`src/rtl/spi_regport_pkg.sv`:
```
package spi_regport_pkg;

    typedef enum logic [2:0] {
        SEQ_IDLE,
        SEQ_SETUP,
        SEQ_SHIFT,
        SEQ_HOLD,
        SEQ_GAP
    } seq_state_e;

    // Command byte: register number high, direction flag in bit 1.
    function automatic logic [7:0] build_cmd(input logic [4:0] regnum, input logic wr);
        return {regnum, 1'b0, wr, 1'b0};
    endfunction

endpackage

```
`src/rtl/spi_regport_tick.sv`:
```
module spi_regport_tick #(
    parameter int HALF = 2
) (
    input  logic clk,
    input  logic rst_n,
    input  logic run,
    output logic tick
);
    localparam int CNT_W = (HALF > 1) ? $clog2(HALF) : 1;

    generate
        if (HALF == 1) begin : g_every
            assign tick = run;
        end else begin : g_count
            logic [CNT_W-1:0] cnt_d, cnt_q;

            always_comb begin
                cnt_d = cnt_q;
                if (!run)
                    cnt_d = '0;
                else if (cnt_q == CNT_W'(HALF - 1))
                    cnt_d = '0;
                else
                    cnt_d = cnt_q + 1'b1;
            end

            always_ff @(posedge clk or negedge rst_n) begin
                if (!rst_n) cnt_q <= '0;
                else        cnt_q <= cnt_d;
            end

            assign tick = run && (cnt_q == CNT_W'(HALF - 1));
        end
    endgenerate

endmodule

```
`src/rtl/spi_regport_shift.sv`:
```
module spi_regport_shift #(
    parameter int DATA_W = 8
) (
    input  logic              clk,
    input  logic              rst_n,
    input  logic              load,
    input  logic [DATA_W-1:0] load_cmd,
    input  logic [DATA_W-1:0] load_data,
    input  logic              sample,
    input  logic              miso,
    output logic              mosi,
    output logic [DATA_W-1:0] rx_first,
    output logic [DATA_W-1:0] rx_second
);
    localparam int FRAME_W = 2 * DATA_W;

    typedef struct packed {
        logic [FRAME_W-1:0] tx;
        logic [FRAME_W-1:0] rx;
    } shift_regs_t;

    shift_regs_t r_d, r_q;

    always_comb begin
        r_d = r_q;
        if (load) begin
            r_d.tx = {load_cmd, load_data};
        end else if (sample) begin
            r_d.rx = {r_q.rx[FRAME_W-2:0], miso};
            r_d.tx = {r_q.tx[FRAME_W-2:0], 1'b0};
        end
    end

    always_ff @(posedge clk or negedge rst_n) begin
        if (!rst_n) r_q <= '0;
        else        r_q <= r_d;
    end

    assign mosi      = r_q.tx[FRAME_W-1];
    assign rx_first  = r_q.rx[FRAME_W-1:DATA_W];
    assign rx_second = r_q.rx[DATA_W-1:0];

    // The transmit word is fully shifted out by the end of a frame.
    AST_TX_EMPTY_AT_LOAD: assert property (@(posedge clk) disable iff (!rst_n)
        load |-> (r_q.tx == '0)) else $error("AST_TX_EMPTY_AT_LOAD");

endmodule

```
`src/rtl/spi_regport_ctrl.sv`:
```
module spi_regport_ctrl
    import spi_regport_pkg::*;
#(
    parameter int DATA_W = 8
) (
    input  logic clk,
    input  logic rst_n,
    input  logic req_valid,
    input  logic tick,
    output logic ready,
    output logic load,
    output logic run,
    output logic sample,
    output logic cs_n,
    output logic sclk,
    output logic done
);
    localparam int LAST_PH = 4 * DATA_W - 1;
    localparam int PH_W    = $clog2(4 * DATA_W);

    typedef struct packed {
        seq_state_e      state;
        logic [PH_W-1:0] ph;
        logic            cs_n;
        logic            sclk;
        logic            done;
    } ctrl_regs_t;

    ctrl_regs_t c_d, c_q;

    always_comb begin
        c_d      = c_q;
        c_d.done = 1'b0;
        sample   = 1'b0;
        case (c_q.state)
            SEQ_IDLE: begin
                if (req_valid) begin
                    c_d.state = SEQ_SETUP;
                    c_d.ph    = '0;
                    c_d.cs_n  = 1'b0;
                end
            end
            SEQ_SETUP: begin
                if (tick) begin
                    if (c_q.ph == PH_W'(1)) begin
                        c_d.state = SEQ_SHIFT;
                        c_d.ph    = '0;
                    end else begin
                        c_d.ph = c_q.ph + 1'b1;
                    end
                end
            end
            SEQ_SHIFT: begin
                if (tick) begin
                    if (!c_q.ph[0]) begin
                        c_d.sclk = 1'b1;
                        c_d.ph   = c_q.ph + 1'b1;
                    end else begin
                        c_d.sclk = 1'b0;
                        sample   = 1'b1;
                        if (c_q.ph == PH_W'(LAST_PH)) begin
                            c_d.state = SEQ_HOLD;
                            c_d.ph    = '0;
                        end else begin
                            c_d.ph = c_q.ph + 1'b1;
                        end
                    end
                end
            end
            SEQ_HOLD: begin
                if (tick) begin
                    if (c_q.ph == PH_W'(1)) begin
                        c_d.state = SEQ_GAP;
                        c_d.ph    = '0;
                        c_d.cs_n  = 1'b1;
                    end else begin
                        c_d.ph = c_q.ph + 1'b1;
                    end
                end
            end
            SEQ_GAP: begin
                if (tick) begin
                    if (c_q.ph == PH_W'(1)) begin
                        c_d.state = SEQ_IDLE;
                        c_d.ph    = '0;
                        c_d.done  = 1'b1;
                    end else begin
                        c_d.ph = c_q.ph + 1'b1;
                    end
                end
            end
            default: begin
                c_d = '{state: SEQ_IDLE, ph: '0, cs_n: 1'b1, sclk: 1'b0, done: 1'b0};
            end
        endcase
    end

    always_ff @(posedge clk or negedge rst_n) begin
        if (!rst_n) c_q <= '{state: SEQ_IDLE, ph: '0, cs_n: 1'b1, sclk: 1'b0, done: 1'b0};
        else        c_q <= c_d;
    end

    assign ready = (c_q.state == SEQ_IDLE);
    assign load  = ready && req_valid;
    assign run   = !ready;
    assign cs_n  = c_q.cs_n;
    assign sclk  = c_q.sclk;
    assign done  = c_q.done;

    AST_NO_EDGE_AT_SELECT: assert property (@(posedge clk) disable iff (!rst_n)
        $fell(c_q.cs_n) |-> !c_q.sclk) else $error("AST_NO_EDGE_AT_SELECT");
    AST_DESELECT_CLOCK_LOW: assert property (@(posedge clk) disable iff (!rst_n)
        $rose(c_q.cs_n) |-> !c_q.sclk && !$past(c_q.sclk)) else $error("AST_DESELECT_CLOCK_LOW");

endmodule

```
`src/rtl/spi_regport.sv`:
```
module spi_regport
    import spi_regport_pkg::*;
#(
    parameter int CLK_DIV = 4
) (
    input  logic       clk,
    input  logic       rst_n,
    input  logic       req_valid,
    output logic       req_ready,
    input  logic       req_write,
    input  logic [4:0] req_reg,
    input  logic [7:0] req_wdata,
    output logic       done,
    output logic [7:0] rsp_status,
    output logic [7:0] rsp_rdata,
    output logic       spi_cs_n,
    output logic       spi_sclk,
    output logic       spi_mosi,
    input  logic       spi_miso
);
    localparam int DATA_W = 8;
    localparam int HALF   = (CLK_DIV < 2) ? 1 : CLK_DIV / 2;
    localparam int EDGES  = 2 * DATA_W;

    logic tick, load, run, sample;

    spi_regport_tick #(.HALF(HALF)) tick_i (
        .clk  (clk),
        .rst_n(rst_n),
        .run  (run),
        .tick (tick)
    );

    spi_regport_ctrl #(.DATA_W(DATA_W)) ctrl_i (
        .clk      (clk),
        .rst_n    (rst_n),
        .req_valid(req_valid),
        .tick     (tick),
        .ready    (req_ready),
        .load     (load),
        .run      (run),
        .sample   (sample),
        .cs_n     (spi_cs_n),
        .sclk     (spi_sclk),
        .done     (done)
    );

    spi_regport_shift #(.DATA_W(DATA_W)) shift_i (
        .clk      (clk),
        .rst_n    (rst_n),
        .load     (load),
        .load_cmd (build_cmd(req_reg, req_write)),
        .load_data(req_write ? req_wdata : 8'h00),
        .sample   (sample),
        .miso     (spi_miso),
        .mosi     (spi_mosi),
        .rx_first (rsp_status),
        .rx_second(rsp_rdata)
    );

    // Pulse counter used only by the frame-length assertion.
    logic [5:0] edge_cnt_q;
    logic       sclk_prev_q, cs_prev_q;

    always_ff @(posedge clk or negedge rst_n) begin
        if (!rst_n) begin
            edge_cnt_q  <= '0;
            sclk_prev_q <= 1'b0;
            cs_prev_q   <= 1'b1;
        end else begin
            sclk_prev_q <= spi_sclk;
            cs_prev_q   <= spi_cs_n;
            if (!spi_cs_n && spi_sclk && !sclk_prev_q)
                edge_cnt_q <= edge_cnt_q + 1'b1;
            else if (spi_cs_n && cs_prev_q)
                edge_cnt_q <= '0;
        end
    end

    AST_QUIET_LINES: assert property (@(posedge clk) disable iff (!rst_n)
        spi_cs_n |-> (!spi_sclk && !spi_mosi)) else $error("AST_QUIET_LINES");
    AST_MOSI_STEADY_HIGH: assert property (@(posedge clk) disable iff (!rst_n)
        (spi_sclk && $past(spi_sclk)) |-> $stable(spi_mosi)) else $error("AST_MOSI_STEADY_HIGH");
    AST_SIXTEEN_PULSES: assert property (@(posedge clk) disable iff (!rst_n)
        $rose(spi_cs_n) |-> (edge_cnt_q == 6'(EDGES))) else $error("AST_SIXTEEN_PULSES");
    AST_DONE_WITH_READY: assert property (@(posedge clk) disable iff (!rst_n)
        done |-> (req_ready && spi_cs_n)) else $error("AST_DONE_WITH_READY");
    AST_BUSY_WHILE_SELECTED: assert property (@(posedge clk) disable iff (!rst_n)
        !spi_cs_n |-> !req_ready) else $error("AST_BUSY_WHILE_SELECTED");
    AST_DONE_SINGLE: assert property (@(posedge clk) disable iff (!rst_n)
        done |=> !done) else $error("AST_DONE_SINGLE");

endmodule

```
`config.mk`:
```
export PLATFORM = sky130hd
export DESIGN_NAME = spi_regport
export DESIGN_NICKNAME = d
export VERILOG_FILES = /design/src/rtl/spi_regport_pkg.sv /design/src/rtl/spi_regport_tick.sv /design/src/rtl/spi_regport_shift.sv /design/src/rtl/spi_regport_ctrl.sv /design/src/rtl/spi_regport.sv
export SDC_FILE = /design/constraint.sdc
export NUM_CORES = 1
export LEC_CHECK = 0
export ABC_AREA = 1
export BUFFER_PORTS_ARGS = -buffer_cell sky130_fd_sc_hd__clkbuf_2
export CORE_MARGIN = 3
export CORE_UTILIZATION = 60
export CTS_BUF_LIST = sky130_fd_sc_hd__clkbuf_8 sky130_fd_sc_hd__clkbuf_16
export DETAILED_ROUTE_END_ITERATION = 16
export PLACE_DENSITY_LB_ADDON = 0.1
export SLEW_MARGIN = 30
export SYNTH_ARGS = -nofsm -noshare
export SYNTH_HDL_FRONTEND = slang
export SYNTH_SLANG_ARGS = --single-unit
```
`constraint.sdc`:
```
create_clock -name clk -period 2.6 [get_ports clk]
set_clock_uncertainty 0.1 [all_clocks]
set_input_delay 0.39 -clock clk [delete_from_list [all_inputs] [get_ports clk]]
set_output_delay 0.39 -clock clk [all_outputs]
set_load 0.005 [all_outputs]
```
# --- Word-level counts from Yosys, hierarchy flattened ---
# Cells that the tools add are included.
totals:
  ff_bits: 44
  elab_cells: 71
op_classes:
  add_sub_neg: 2
  n_eq_ne: 16
  muxes: 30
  bitwise: 3
  n_reduce_logical: 12
op_table:
  columns: ["operator", "n"]
  rows:
  - ["$pmux 8 s5", 1]
  - ["$mux 32", 1]
  - ["$mux 8", 4]
  - ["$mux 9", 2]
  - ["$ne 2x1->1 const B", 9]
  - ["$mux 16", 1]
  - ["$mux 3", 5]
  - ["$mux 5", 3]
  - ["$mux 1", 11]
  - ["$reduce_and 10->1", 1]
  - ["$eq 3x2->1 const B", 2]
  - ["$add 5x1->5 const B", 1]
  - ["$eq 5x1->1 const B", 1]
  - ["$eq 5x5->1 const B", 1]
  - ["$reduce_and 5->1", 1]
  - ["$reduce_and 2->1", 2]
  - ["$reduce_and 4->1", 1]
  - ["$reduce_or 4->1", 1]
  - ["$eq 3x1->1 const B", 1]
  - ["$eq 3x3->1 const B", 1]
  - ["$logic_not 3->1", 1]
  - ["$not 1->1", 3]
  - ["$pmux 1 s3", 1]
  - ["$reduce_or 3->1", 1]
  - ["6 further kinds", 7]

# --- Depth between registers and ports, before layout ---
logic_depth:
  depth_word: 7
  depth_mapped: 11

# --- By module ---
# A second synthesis with hierarchy kept.
hier_totals:
  hier_cells: 289
  hier_area_um2: 2322.2
modules_own_cells:
  columns: ["mod", "instances", "cells_each", "area_per_inst_um2", "seq_area_each_um2"]
  rows:
  - ["spi_regport_shift", 1, 172, 1517.7, 800.8]
  - ["spi_regport_ctrl", 1, 94, 693.2, 276.5]
  - ["spi_regport", 1, 18, 68.8, 0.0]
  - ["spi_regport_tick", 1, 5, 42.5, 25.0]

# --- Worst setup path before layout ---
# OpenSTA, ideal clock, no wires.
synth_timing:
  path_type: "reg2reg"
  from: "reg ctrl_i.c_q[3] in the netlist's numbering"
  to: "reg ctrl_i.c_q[10] in the netlist's numbering"
  t_arrival_ns: 1.404
  slack_ns: 0.979
  stages_incl_launch_ff: 12
  period_less_slack_ns: 1.621
  cell_sequence: "dfrtp_1 -> ha_1 -> nand2_1 -> nor2_1 -> ha_1 -> nand2_1 -> nand2_1 -> nand2_1 -> nor2_2 -> nand2_1 -> nand2_1 -> nand2_1"
synth_via:
  elab_chain_len: 3
synth_rtl:
  columns: ["element", "line", "source"]
  rows:
  - ["start: declaration", "spi_regport_ctrl.sv:29", "ctrl_regs_t c_d, c_q;"]
  - ["start signal: assignment", "spi_regport_ctrl.sv:99", "if (!rst_n) c_q <= '{state: SEQ_IDLE, ph: '0, cs_n: 1'b1, sclk: 1'b0, done: 1'b0};"]
  - ["$eq 5x1->1 or $eq 5x5->1 (tied branches)", null, null]
  - ["$ne 2x1->1 (no source line)", null, null]
  - ["$reduce_and 10->1 (no source line) *", null, null]
# Every way passes the cells marked *; elsewhere a longest branch is shown, timed or not.
# A chain may end at the register's enable or synchronous reset.

# --- Worst setup path after layout ---
layout_timing:
  from: "reg ctrl_i.c_q[10] in the netlist's numbering"
  to: "reg shift_i.r_q, in the netlist shift_i.rx_first[3]"
layout_via:
  elab_chain_len: 6
layout_rtl:
  columns: ["element", "line", "source"]
  rows:
  - ["$logic_not 3->1", "spi_regport_ctrl.sv:103", "assign ready = (c_q.state == SEQ_IDLE);"]
  - ["$logic_not 1->1", "spi_regport_ctrl.sv:105", "assign run = !ready;"]
  - ["$logic_and 1x1->1", "spi_regport_tick.sv:32", "assign tick = run && (cnt_q == CNT_W'(HALF - 1));"]
  - ["$mux 1", "spi_regport_ctrl.sv:54", "if (tick) begin"]
  - ["$mux 1", "spi_regport_ctrl.sv:35", "case (c_q.state)"]
  - ["$reduce_and 2->1 (no source line) *", null, null]
  - ["end signal: assignment", "spi_regport_shift.sv:36", "else r_q <= r_d;"]
  - ["end: declaration", "spi_regport_shift.sv:22", "shift_regs_t r_d, r_q;"]
# Marks and branches as above.

==> flow_summary.json <==
{
  "status": "finished, final reports clean",
  "grt_pass1_wl_mm": 7.20,
  "first_global_vias": 1668,
  "synth_mux_area_share_pct": 0,
  "path_common_cell": "nand2_1",
  "synth_fa_ha_area_share_pct": 1.64,
  "dr.first_iter.drc_count": 174,
  "placement.io_buffers": 38,
  "synth-async-reset-ratio_pct": 100,
  "synth_ff_type": "dfrtp_1",
  "final_layout_size_suffix_gt1_share_pct": 19.6,
  "switching_share_pct": 40.8,
  "syn_inst": 290,
  "synth_top_family_by_area": "simple AND/OR/NAND/NOR gates",
  "synth.distinct_cells": 24,
  "post-route-cell-area_um2": 2450,
  "drc": 0,
  "internal_power_w": 0.00136,
  "postRouteAntennaNets": 0,
  "setup_viol_count_final": 0,
  "ir_drop_v": 0.000514,
  "tightestPinTransition_ns": 0.606,
  "synth-simple-area-share_pct": 35.5,
  "antenna_cells": 0,
  "cpLargestDelayFamily": "simple AND/OR/NAND/NOR gates",
  "crit_path_end": "shift_i.rx_first[3]",
  "fin_nets": 332,
  "cpPeakStageDelay_ns": 0.52,
  "cts_setup_buffers": 0,
  "antenna_found_initial": 0,
  "critical_path.startpoint_type": "flip-flop",
  "rsz0062_at_grt": "false",
  "timing.rr.end": "shift_i.rx_first[3]",
  "worst_path_max_delay_cell": "nand3_2",
  "clkLatencyLatePin_ns": 0.30,
  "drt_first_pass_iters": 4,
  "clockBufferDepth": 2,
  "numCtsBuffers": 5,
  "syn2layout_area_growth_pct": 7.28,
  "die_y_um": 67.7,
  "dieArea_um2": 4580,
  "worst-path-buf-inv": 1,
  "htree_num_levels": 2,
  "relSlewSlack_pct": 59.5,
  "hold_viol": 0,
  "p_sw_w": 0.000939,
  "post_drt_wl_per_cell_um": 11.6,
  "crit_path_end_kind": "flip-flop",
  "hp-class": "input pin to flip-flop",
  "path_max_fanout": 32,
  "clk_pin_slew_worst_paths_ns": 0.09,
  "crit_arrival_ns": 2.01,
  "synth.cell_area_um2": 2280,
  "r2r-start": "ctrl_i.c_q[10]",
  "path_cells": "inv_2 > nand2_1 > nor2_1 > nand3_2 > nand2_1 > nand2_1",
  "gp_congestion": 0.901,
  "synth.avg_cell_area_um2": 7.88,
  "dp_hpwl_mm": 3.01,
  "grtUsageTotal_pct": 20.9,
  "synth_xor_xnor_area_share_pct": 0.383,
  "clockRootBuffer": "clkbuf_8",
  "place_area_um2": 2360,
  "io_pins": 39,
  "path_depth": 6,
  "cts_tree": "done",
  "ff2ff_path_depth": 6,
  "final_max_slew_viol_count": 0,
  "synth_seq_area_share_pct": 48.2,
  "leakage_nw": 1.39,
  "synth-edff-count": 0,
  "fp-row-count": 21,
  "r2r_slack_ns": 0.67,
  "drv_cap": 0,
  "chipWidth_um": 67.7,
  "p_clk_share_pct": 17.9,
  "via_per_inst": 5.14,
  "synth_compound_area_share_pct": 2.08,
  "fillCellCount": 291,
  "grt_max_degree": 34,
  "seq_power_share_pct": 44.8,
  "cts_sinks": 44,
  "vias": 1841,
  "period_minus_slack_ns": 1.93,
  "grt-ovfl-total": 0,
  "core_um2": 3490,
  "comb_power_share_pct": 37.2,
  "critPathRequiredTime_ns": 2.68,
  "syn_nets": 311,
  "setup_tns_ns": 0,
  "crit_start": "ctrl_i.c_q[10]",
  "crit_type": "flip-flop to flip-flop",
  "wl_mm": 4.17,
  "fmax_mhz": 519,
  "initial_core_util_pct": 65.4,
  "whs_ns": 0.191,
  "finalCritPeriodShare_pct": 74.1,
  "synth_seq_cells": 44,
  "ys_warn_count": 0,
  "power_density_nw_per_um2": 938
}
## worst min path at each step
stage,from,cells past startpoint,end
global route,spi_miso,3,shift_i.rx_second[0]
detailed placement,rst_n,1,shift_i.rx_first[0]
global placement,rst_n,1,shift_i.rx_first[0]
CTS,spi_miso,3,shift_i.rx_second[0]
floorplan,rst_n,0,ctrl_i.c_q[10]
finish,spi_miso,3,shift_i.rx_second[0]
## cells in the final DEF, fill, tap and decap left out, drive strengths merged
cell type,instances
dlygate4sd3,1
ha,3
o31ai,1
dfstp,1
clkinv,1
clkinvlp,1
clkbuf,43
xor2,1
nand3b,1
nor2,17
dfrtp,43
nand4,1
o21ai,6
buf,2
a21oi,2
nand3,52
inv,24
nand2,111
nor3,1
## routing by layer
metal	vias to the layer above	wire (um)	track usage, %	part of all wire [%]
met5	-	0	0	0
met4	0	46	6.84	1.1
met3	5	288	5.99	6.9
met2	61	1910	32.6	46
met1	835	1920	27.8	46
li1	940	-	-	-
## cell families after synthesis
family	after synthesis
xor+xnor	1
simple gates	183
fa+ha+maj	3
flops	44
buf+inv	50
compound gates	9
## through the flow
stage / setup slack (ns) / instances / utilization (%) / power (W)
after detailed placement: 0.652 / 349 / 67.4 / 0.00190
final: 0.673 / 358 / 70.1 / 0.00230
after CTS: 0.657 / 358 / 70.1 / 0.00231
after floorplan: 0.979 / 290 / - / 0.00172
after global placement: 0.659 / 349 / 67.4 / 0.00188
after global routing: 0.369 / 358 / 70.1 / 0.00251
## repair_timing
action / 4_1_cts / 5_1_grt
gates resized for setup: 0 / 0
hold buffers: 1 / 0
endpoints found under the hold margin: 10 / 0
## cells in the mapped netlist, types with 2 or more instances
| cell type | count | area, um2 |
|---|---|---|
| inv_1 | 19 | 71.3 |
| nand2_2 | 2 | 12.5 |
| nor2_4 | 2 | 22.5 |
| buf_4 | 23 | 173 |
| a21oi_1 | 2 | 10.0 |
| buf_2 | 3 | 15.0 |
| nand2_1 | 108 | 405 |
| nor2_1 | 14 | 52.6 |
| nand3_1 | 50 | 250 |
| dfrtp_1 | 43 | 1080 |
| o21ai_0 | 4 | 20.0 |
| o21ai_1 | 2 | 10.0 |
| inv_2 | 4 | 15.0 |
| nand3_2 | 2 | 20.0 |
| ha_1 | 3 | 37.5 |
## sequential cells by signal, indices dropped and copies added (netlist names)
name,flops
shift_i.rx_second,8
shift_i.rx_first,8
ctrl_i.c_q,8
shift_i.r_q,15
ctrl_i.done,1
tick_i.g_count.cnt_q,1
ctrl_i.cs_n,1
shift_i.mosi,1
ctrl_i.sclk,1
## power by group through the flow
stage                     registers [W]  clock network, W  logic, W
after floorplan                0.000975                 0  0.000742
after global placement          0.00104                 0  0.000845
after detailed placement        0.00104                 0  0.000859
after CTS                       0.00103          0.000420  0.000864
after global routing            0.00106          0.000460  0.000992
final                           0.00103          0.000412  0.000856
## tightest hold or removal path: stages
cell	delay, ns
clkbuf_2	0.07
nand2_1	0.05
nand2_1	0.05
## area by class of cell
type | count | area (um2) | area share, %
repair buffers | 41 | 215 | 8.78
clock buffers | 5 | 68.8 | 2.81
flip-flops and latches | 44 | 1100 | 45.0
multi-input cells | 196 | 905 | 36.9
inverters | 23 | 86.3 | 3.52
well taps | 46 | 57.6 | 2.35
clock inverters | 3 | 16.3 | 0.664
No activity file was read; power rests on OpenSTA's default activity.
